<file path="config.mk">
export PLATFORM = sky130hd
export DESIGN_NAME = casc_counter
export DESIGN_NICKNAME = d
export VERILOG_FILES = /design/src/rtl/ctr_pkg.sv /design/src/rtl/ctr_slice.sv /design/src/rtl/ctr_enable_chain.sv /design/src/rtl/casc_counter.sv
export SDC_FILE = /design/constraint.sdc
export NUM_CORES = 1
export LEC_CHECK = 0
export ABC_AREA = 1
export BUFFER_PORTS_ARGS = -buffer_cell sky130_fd_sc_hd__buf_2
export CAP_MARGIN = 40
export CORE_MARGIN = 5
export CORE_UTILIZATION = 55
export DETAILED_ROUTE_END_ITERATION = 10
export PLACE_DENSITY = 0.85
export SLEW_MARGIN = 20
export SYNTH_ARGS = -nofsm -noshare
export SYNTH_HDL_FRONTEND = slang
export SYNTH_SLANG_ARGS = --single-unit
</file>
<file path="constraint.sdc">
create_clock -name clk -period 3.9 [get_ports clk]
set_input_delay 0.39 -clock clk [delete_from_list [all_inputs] [get_ports clk]]
set_output_delay 0.39 -clock clk [all_outputs]
set_load 0.01 [all_outputs]
</file>
<file path="src/rtl/ctr_pkg.sv">
// Package: shared sizing defaults for the cascadable counter.
// Assumes: slices are of equal width; the chain width is their product.
package ctr_pkg;
    localparam int unsigned SLICE_BITS  = 8;
    localparam int unsigned SLICE_COUNT = 4;
endpackage

</file>
<file path="src/rtl/ctr_slice.sv">
// Module: one W-bit up-counter slice with parallel load, reload at all
// ones and an active-low all-ones flag.
// Assumes: synchronous active-low reset; enable is active low; load wins
// over counting; the reload input is only honoured at all ones.
module ctr_slice #(
    parameter int unsigned W = ctr_pkg::SLICE_BITS
) (
    input  logic         clk,
    input  logic         rst_n,
    input  logic         cnt_en_n,
    input  logic         ld_now,
    input  logic         reload,
    input  logic [W-1:0] din,
    output logic [W-1:0] q,
    output logic         top_n
);
    localparam logic [W-1:0] ALL1 = '1;
    localparam logic [W-1:0] ONE  = W'(1);

    logic [W-1:0] q_r;
    logic         at_top;

    // Purpose: detect the all-ones state of this slice.
    always_comb at_top = (q_r == ALL1);

    // Purpose: reset, load, reload-at-top or increment the slice.
    always_ff @(posedge clk) begin
        if (!rst_n)
            q_r <= '0;
        else if (ld_now)
            q_r <= din;
        else if (!cnt_en_n) begin
            if (at_top && reload)
                q_r <= din;
            else
                q_r <= q_r + ONE;
        end
    end

    assign q     = q_r;
    assign top_n = ~at_top;

    AST_SLICE_INCR: assert property (@(posedge clk) disable iff (!rst_n)
        (!ld_now && !cnt_en_n && !(q == ALL1 && reload)) |=> (q == $past(q) + ONE));
    AST_SLICE_FLAG: assert property (@(posedge clk) disable iff (!rst_n)
        (!ld_now && !cnt_en_n && q == (ALL1 - ONE)) |=> !top_n);
    AST_SLICE_HOLD: assert property (@(posedge clk) disable iff (!rst_n)
        (!ld_now && cnt_en_n) |=> $stable(q));
    AST_SLICE_RELOAD: assert property (@(posedge clk) disable iff (!rst_n)
        (!ld_now && !cnt_en_n && reload && !top_n) |=> (q == $past(din)));
    AST_SLICE_LOAD: assert property (@(posedge clk) disable iff (!rst_n)
        ld_now |=> (q == $past(din)));
    AST_SLICE_RESET: assert property (@(posedge clk)
        (rst_n === 1'b0) |=> (q == '0 && top_n));
endmodule

</file>
<file path="src/rtl/ctr_enable_chain.sv">
// Module: builds each slice's active-low enable as the OR of the chain
// enable and the all-ones flags of every lower slice, plus the chain flag.
// Assumes: flags are active low; slice 0 is least significant.
module ctr_enable_chain #(
    parameter int unsigned N = ctr_pkg::SLICE_COUNT
) (
    input  logic         chain_en_n,
    input  logic [N-1:0] slice_top_n,
    output logic [N-1:0] slice_en_n,
    output logic         chain_top_n
);
    logic [N:0] pre;

    assign pre[0] = chain_en_n;

    // Purpose: running OR of lower flags, one stage per slice.
    for (genvar k = 0; k < N; k++) begin : g_or
        assign slice_en_n[k] = pre[k];
        assign pre[k+1]      = pre[k] | slice_top_n[k];
    end

    assign chain_top_n = |slice_top_n;
endmodule

</file>
<file path="src/rtl/casc_counter.sv">
// Module: wide counter made of N_SLICES chained slices with shared load,
// reload-at-top divider mode and a chain-wide active-low terminal count.
// Assumes: synchronous active-low reset; reload is gated so that only the
// full-width all-ones state triggers it.
module casc_counter #(
    parameter int unsigned N_SLICES = ctr_pkg::SLICE_COUNT,
    parameter int unsigned SLICE_W  = ctr_pkg::SLICE_BITS
) (
    input  logic                          clk,
    input  logic                          rst_n,
    input  logic                          cnt_en_n,
    input  logic                          ld_now,
    input  logic                          reload_at_top,
    input  logic [N_SLICES*SLICE_W-1:0]   din,
    output logic [N_SLICES*SLICE_W-1:0]   q,
    output logic                          tc_n
);
    localparam int unsigned TOT_W = N_SLICES * SLICE_W;
    localparam logic [TOT_W-1:0] FULL = '1;

    logic [N_SLICES-1:0] top_n_v;
    logic [N_SLICES-1:0] en_n_v;
    logic                chain_top_n;
    logic                reload_g;

    // Purpose: only reload when the whole chain is at all ones.
    always_comb reload_g = reload_at_top & ~chain_top_n;

    ctr_enable_chain #(.N(N_SLICES)) u_chain (
        .chain_en_n  (cnt_en_n),
        .slice_top_n (top_n_v),
        .slice_en_n  (en_n_v),
        .chain_top_n (chain_top_n)
    );

    for (genvar k = 0; k < N_SLICES; k++) begin : g_slice
        ctr_slice #(.W(SLICE_W)) u_slice (
            .clk      (clk),
            .rst_n    (rst_n),
            .cnt_en_n (en_n_v[k]),
            .ld_now   (ld_now),
            .reload   (reload_g),
            .din      (din[k*SLICE_W +: SLICE_W]),
            .q        (q[k*SLICE_W +: SLICE_W]),
            .top_n    (top_n_v[k])
        );
    end

    assign tc_n = chain_top_n;

    AST_WIDE_ROLLOVER: assert property (@(posedge clk) disable iff (!rst_n)
        (!ld_now && !cnt_en_n && !reload_at_top && q == FULL) |=> (q == '0));
    AST_WIDE_CARRY: assert property (@(posedge clk) disable iff (!rst_n)
        (!ld_now && !cnt_en_n && !(q == FULL && reload_at_top)) |=> (q == $past(q) + 1'b1));
    AST_WIDE_HOLD: assert property (@(posedge clk) disable iff (!rst_n)
        (!ld_now && cnt_en_n) |=> $stable(q));
endmodule

</file>
==> results by group <==
Power
  • Leakage power: about 0.0014 uW
  • Post-layout power: roughly 790 uW
  • Worst vdd rail ir drop: between 0.2 and 0.25 mV
  • Areal power density over the cells: approximately 300 nW/um2

Flow run
  • Max capacitance violation total: 0

STA
  • Number of failing hold endpoints at the final stage: 0
  • Setup TNS Final: 0 ns
  • Minimum clock period after layout: about 2.2 ns
  • Final count of pins violating max slew: 0
  • Unrepaired setup endpoints after global routing: no
  • Final Setup Violations: 0
  • Tcrit/Tclk final: 0.575
  • Slew at the pin with the worst max-slew slack: 0.431 ns
  • Remaining max-slew budget at the tightest pin: 0.713
  • Maximum achievable frequency: ~450 MHz
  • Post-Route Skew: approximately 0.0058 ns

Global routing
  • GR Overflow Total: 0
  • Antenna violations before repair: 0
  • All-layer global routing usage: 0.220
  • First-pass GRT wire length: 9210 um
  • Number of global-route vias before repair: approximately 2200
  • Maximum number of pins on one net before global-route repair: 44

Die
  • Number of top-level pins: 70
  • Overall die height: 73.2 um
  • Floorplan Core Area: about 3900 um2
  • Placement Rows: 23
  • Die Width: between 70 and 80 um
  • Initial Utilization: 0.557
  • Full die area: 5360 um2

Clock tree
  • Post-cts sizing count: 0
  • Clock input transition at the sequential cells of the worst setup and hold paths: around 0.07 ns
  • TritonCTS clock tree: built
  • Cts-stage hold buffer count: 0
  • Total number of clock tree sinks: 32
  • Post-CTS setup buffer count: 0
  • Maximum number of buffers from clock root to sink: 2
  • Clock insertion delay at the later pin of the skew report: approximately 0.29 ns
  • CTS Root Buffer Type: sky130_fd_sc_hd__clkbuf_8
  • TritonCTS Buffers: 5
  • Deepest level of the CTS H-tree: 2

Yosys
  • Average instance area after synthesis: roughly 6.3 um2
  • Leading cell types by total area after synthesis: sky130_fd_sc_hd__dfxtp_1 29%, sky130_fd_sc_hd__nand2_1 14%, sky130_fd_sc_hd__nand3_1 12%
  • Unique masters post-synth: 27
  • Total of flip-flops plus latches after synthesis: 32
  • Fraction of synthesized cell area taken by the top area cell type: 0.292
  • Post-synth net total: slightly below 400
  • Post-Syn Instances: 350
  • Yosys top cell by area: sky130_fd_sc_hd__dfxtp_1
  • Synth warnings: 0
  • Syn Std Cell Area: 2200 um2
  • Post-synthesis sequential area ratio: 0.292

Detailed routing
  • Routed via count: 2330
  • Routed length per placed instance: approximately 12 um
  • Total DRC errors in the routed layout: 0
  • Initial DRC count: 164
  • Average via count per standard cell: around 5.0
  • Routed Wire Length: approximately 5400 um
  • Post-DRT Antenna Nets: 0
  • Router iterations before antenna repair: 4

Critical path
  • Worst Path Class, Setup: reg -> reg
  • Sequence of cells on the critical path: ha_1 -> nand3_1 -> inv_1 -> nand2_1 -> nor2_4 -> nand3_4 -> nand2_4 -> inv_1 -> nor2_1 -> nor2_1 -> nor2_1
  • Crit path required time: just over 4 ns
  • Crit path top cell by count: sky130_fd_sc_hd__nor2_1
  • Worst-path maximum fanout: between 40 and 50
  • Startpoint kind of the worst setup timing path: flip-flop
  • Largest delay share family, worst path: simple AND/OR/NAND/NOR gates
  • Data arrival, critical path: about 2.5 ns
  • CP endpoint kind: flip-flop
  • Critical path's largest stage delay: 0.42 ns
  • CP bufs+invs: 2
  • Max stage delay cell, worst path: sky130_fd_sc_hd__nand2_4

Worst hold path
  • Hold crit path type: in -> reg

Placement
  • Number of port buffers: 69
  • Routability Congestion: 0.837
  • Final HPWL DP: a little under 4000 um

Cells and area
  • Fraction of layout cells with a size suffix above 1: 0.209
  • Filler cell count in the final layout: 361
  • Area added between synthesis and finish: 18.2%
  • Number of nets at the end of the flow: around 450
  • Area occupied by multi-input gates: approximately 1200 um2
  • Max FFs per register: 32
  • Ant diodes: 0
  • FF+latch area: 641 um2

Outcome
  • Result of the run: completed
## power by group
part | internal, uW | switching, uW | total (uW)
Combinational | 72.3 | 93.1 | 165
Clock | 121 | 123 | 245
Sequential | 351 | 29.5 | 380
Total | 544 | 246 | 790
## logic make-up (layout without fill, tap and decap cells)
logic type	after synthesis	after routing	share of synthesized area
flip-flops	32	32	0.292
AND/OR/NAND/NOR	173	173	0.352
AO/OA/AOI/OAI	51	51	0.121
adder cells (fa/ha/maj)	4	4	0.0228
XOR/XNOR	18	18	0.0718
buffers and inverters	72	134	0.140
## worst min-delay path, delay by kind of cell
kind            cells  cell delay, ns
buf+inv             2            0.11
simple gates        2            0.09
compound gates      1            0.05
## per-stage QoR
| step | hold slack, ns | instances | area, um2 | util | worst slack (ns) |
|---|---|---|---|---|---|
| after floorplan | 0.517 | 350 | 2200 | - | 2.20 |
| after global placement | 0.497 | 455 | 2520 | 0.639 | 1.77 |
| after detailed placement | 0.505 | 455 | 2520 | 0.639 | 1.65 |
| after CTS | 0.378 | 462 | 2590 | 0.658 | 1.63 |
| after global routing | 0.406 | 462 | 2590 | 0.658 | 1.41 |
| final | 0.393 | 462 | 2590 | 0.658 | 1.66 |
## synth_stat cells
cell type,count
sky130_fd_sc_hd__buf_6,4
sky130_fd_sc_hd__dfxtp_1,32
sky130_fd_sc_hd__ha_1,4
sky130_fd_sc_hd__nand4_1,5
sky130_fd_sc_hd__or2_2,2
sky130_fd_sc_hd__nand3_1,53
sky130_fd_sc_hd__nand2_4,1
sky130_fd_sc_hd__nor2_1,27
sky130_fd_sc_hd__inv_2,1
sky130_fd_sc_hd__nand3_4,1
sky130_fd_sc_hd__nand3b_1,1
sky130_fd_sc_hd__o21ai_0,18
sky130_fd_sc_hd__buf_4,1
sky130_fd_sc_hd__o21ai_1,8
sky130_fd_sc_hd__nand2_2,2
sky130_fd_sc_hd__xor2_1,8
sky130_fd_sc_hd__o21ai_2,1
sky130_fd_sc_hd__xnor2_1,10
sky130_fd_sc_hd__nor2_2,1
sky130_fd_sc_hd__nor2_4,1
sky130_fd_sc_hd__a21oi_1,21
sky130_fd_sc_hd__buf_1,2
sky130_fd_sc_hd__inv_1,56
sky130_fd_sc_hd__clkbuf_1,5
sky130_fd_sc_hd__o21bai_1,3
sky130_fd_sc_hd__buf_2,3
sky130_fd_sc_hd__nand2_1,79
## final cells by class
| class | count | share of cell area |
|---|---|---|
| clock buffer | 6 | 0.0280 |
| clock inverter | 1 | 0.00193 |
| inverter | 57 | 0.0824 |
| multi-input combinational | 246 | 0.481 |
| sequential | 32 | 0.247 |
| tap | 50 | 0.0241 |
| timing repair buffer | 70 | 0.136 |
## placed cells by master, fill, tap and decap left out, types with 2 or more instances in the layout
| cell | instances |
|---|---|
| sky130_fd_sc_hd__a21oi_1 | 21 |
| sky130_fd_sc_hd__xnor2_1 | 10 |
| sky130_fd_sc_hd__nand3_1 | 53 |
| sky130_fd_sc_hd__o21ai_0 | 18 |
| sky130_fd_sc_hd__o21ai_1 | 8 |
| sky130_fd_sc_hd__nand2_2 | 2 |
| sky130_fd_sc_hd__nor2_1 | 27 |
| sky130_fd_sc_hd__nand4_1 | 5 |
| sky130_fd_sc_hd__inv_1 | 56 |
| sky130_fd_sc_hd__dfxtp_1 | 32 |
| sky130_fd_sc_hd__nand2_1 | 79 |
| sky130_fd_sc_hd__ha_1 | 4 |
| sky130_fd_sc_hd__or2_2 | 2 |
| sky130_fd_sc_hd__buf_2 | 69 |
| sky130_fd_sc_hd__o21bai_1 | 3 |
| sky130_fd_sc_hd__xor2_1 | 8 |
| sky130_fd_sc_hd__clkbuf_8 | 5 |
## layer usage
metal	track usage	routed length, um	up-vias
li1	-	-	1227
met1	0.261	2380	1018
met2	0.355	2540	75
met3	0.0647	407	10
met4	0.117	119	0
met5	0	0	-
## final timing paths
path | from | endpoint | slack [ns] | cells past startpoint
setup / recovery | g_slice[1].u_slice.q[0]$_SDFFE_PN0P_ | g_slice[3].u_slice.q[6]$_SDFFE_PN0P_ | 1.66 | 11
hold / removal | din[8] | g_slice[1].u_slice.q[0]$_SDFFE_PN0P_ | 0.39 | 5
setup reg to reg | g_slice[1].u_slice.q[0]$_SDFFE_PN0P_ | g_slice[3].u_slice.q[6]$_SDFFE_PN0P_ | 1.66 | 11
hold reg to reg | g_slice[0].u_slice.q[5]$_SDFFE_PN0P_ | g_slice[0].u_slice.q[5]$_SDFFE_PN0P_ | 0.52 | 2
(Power assumes the default switching activity.)
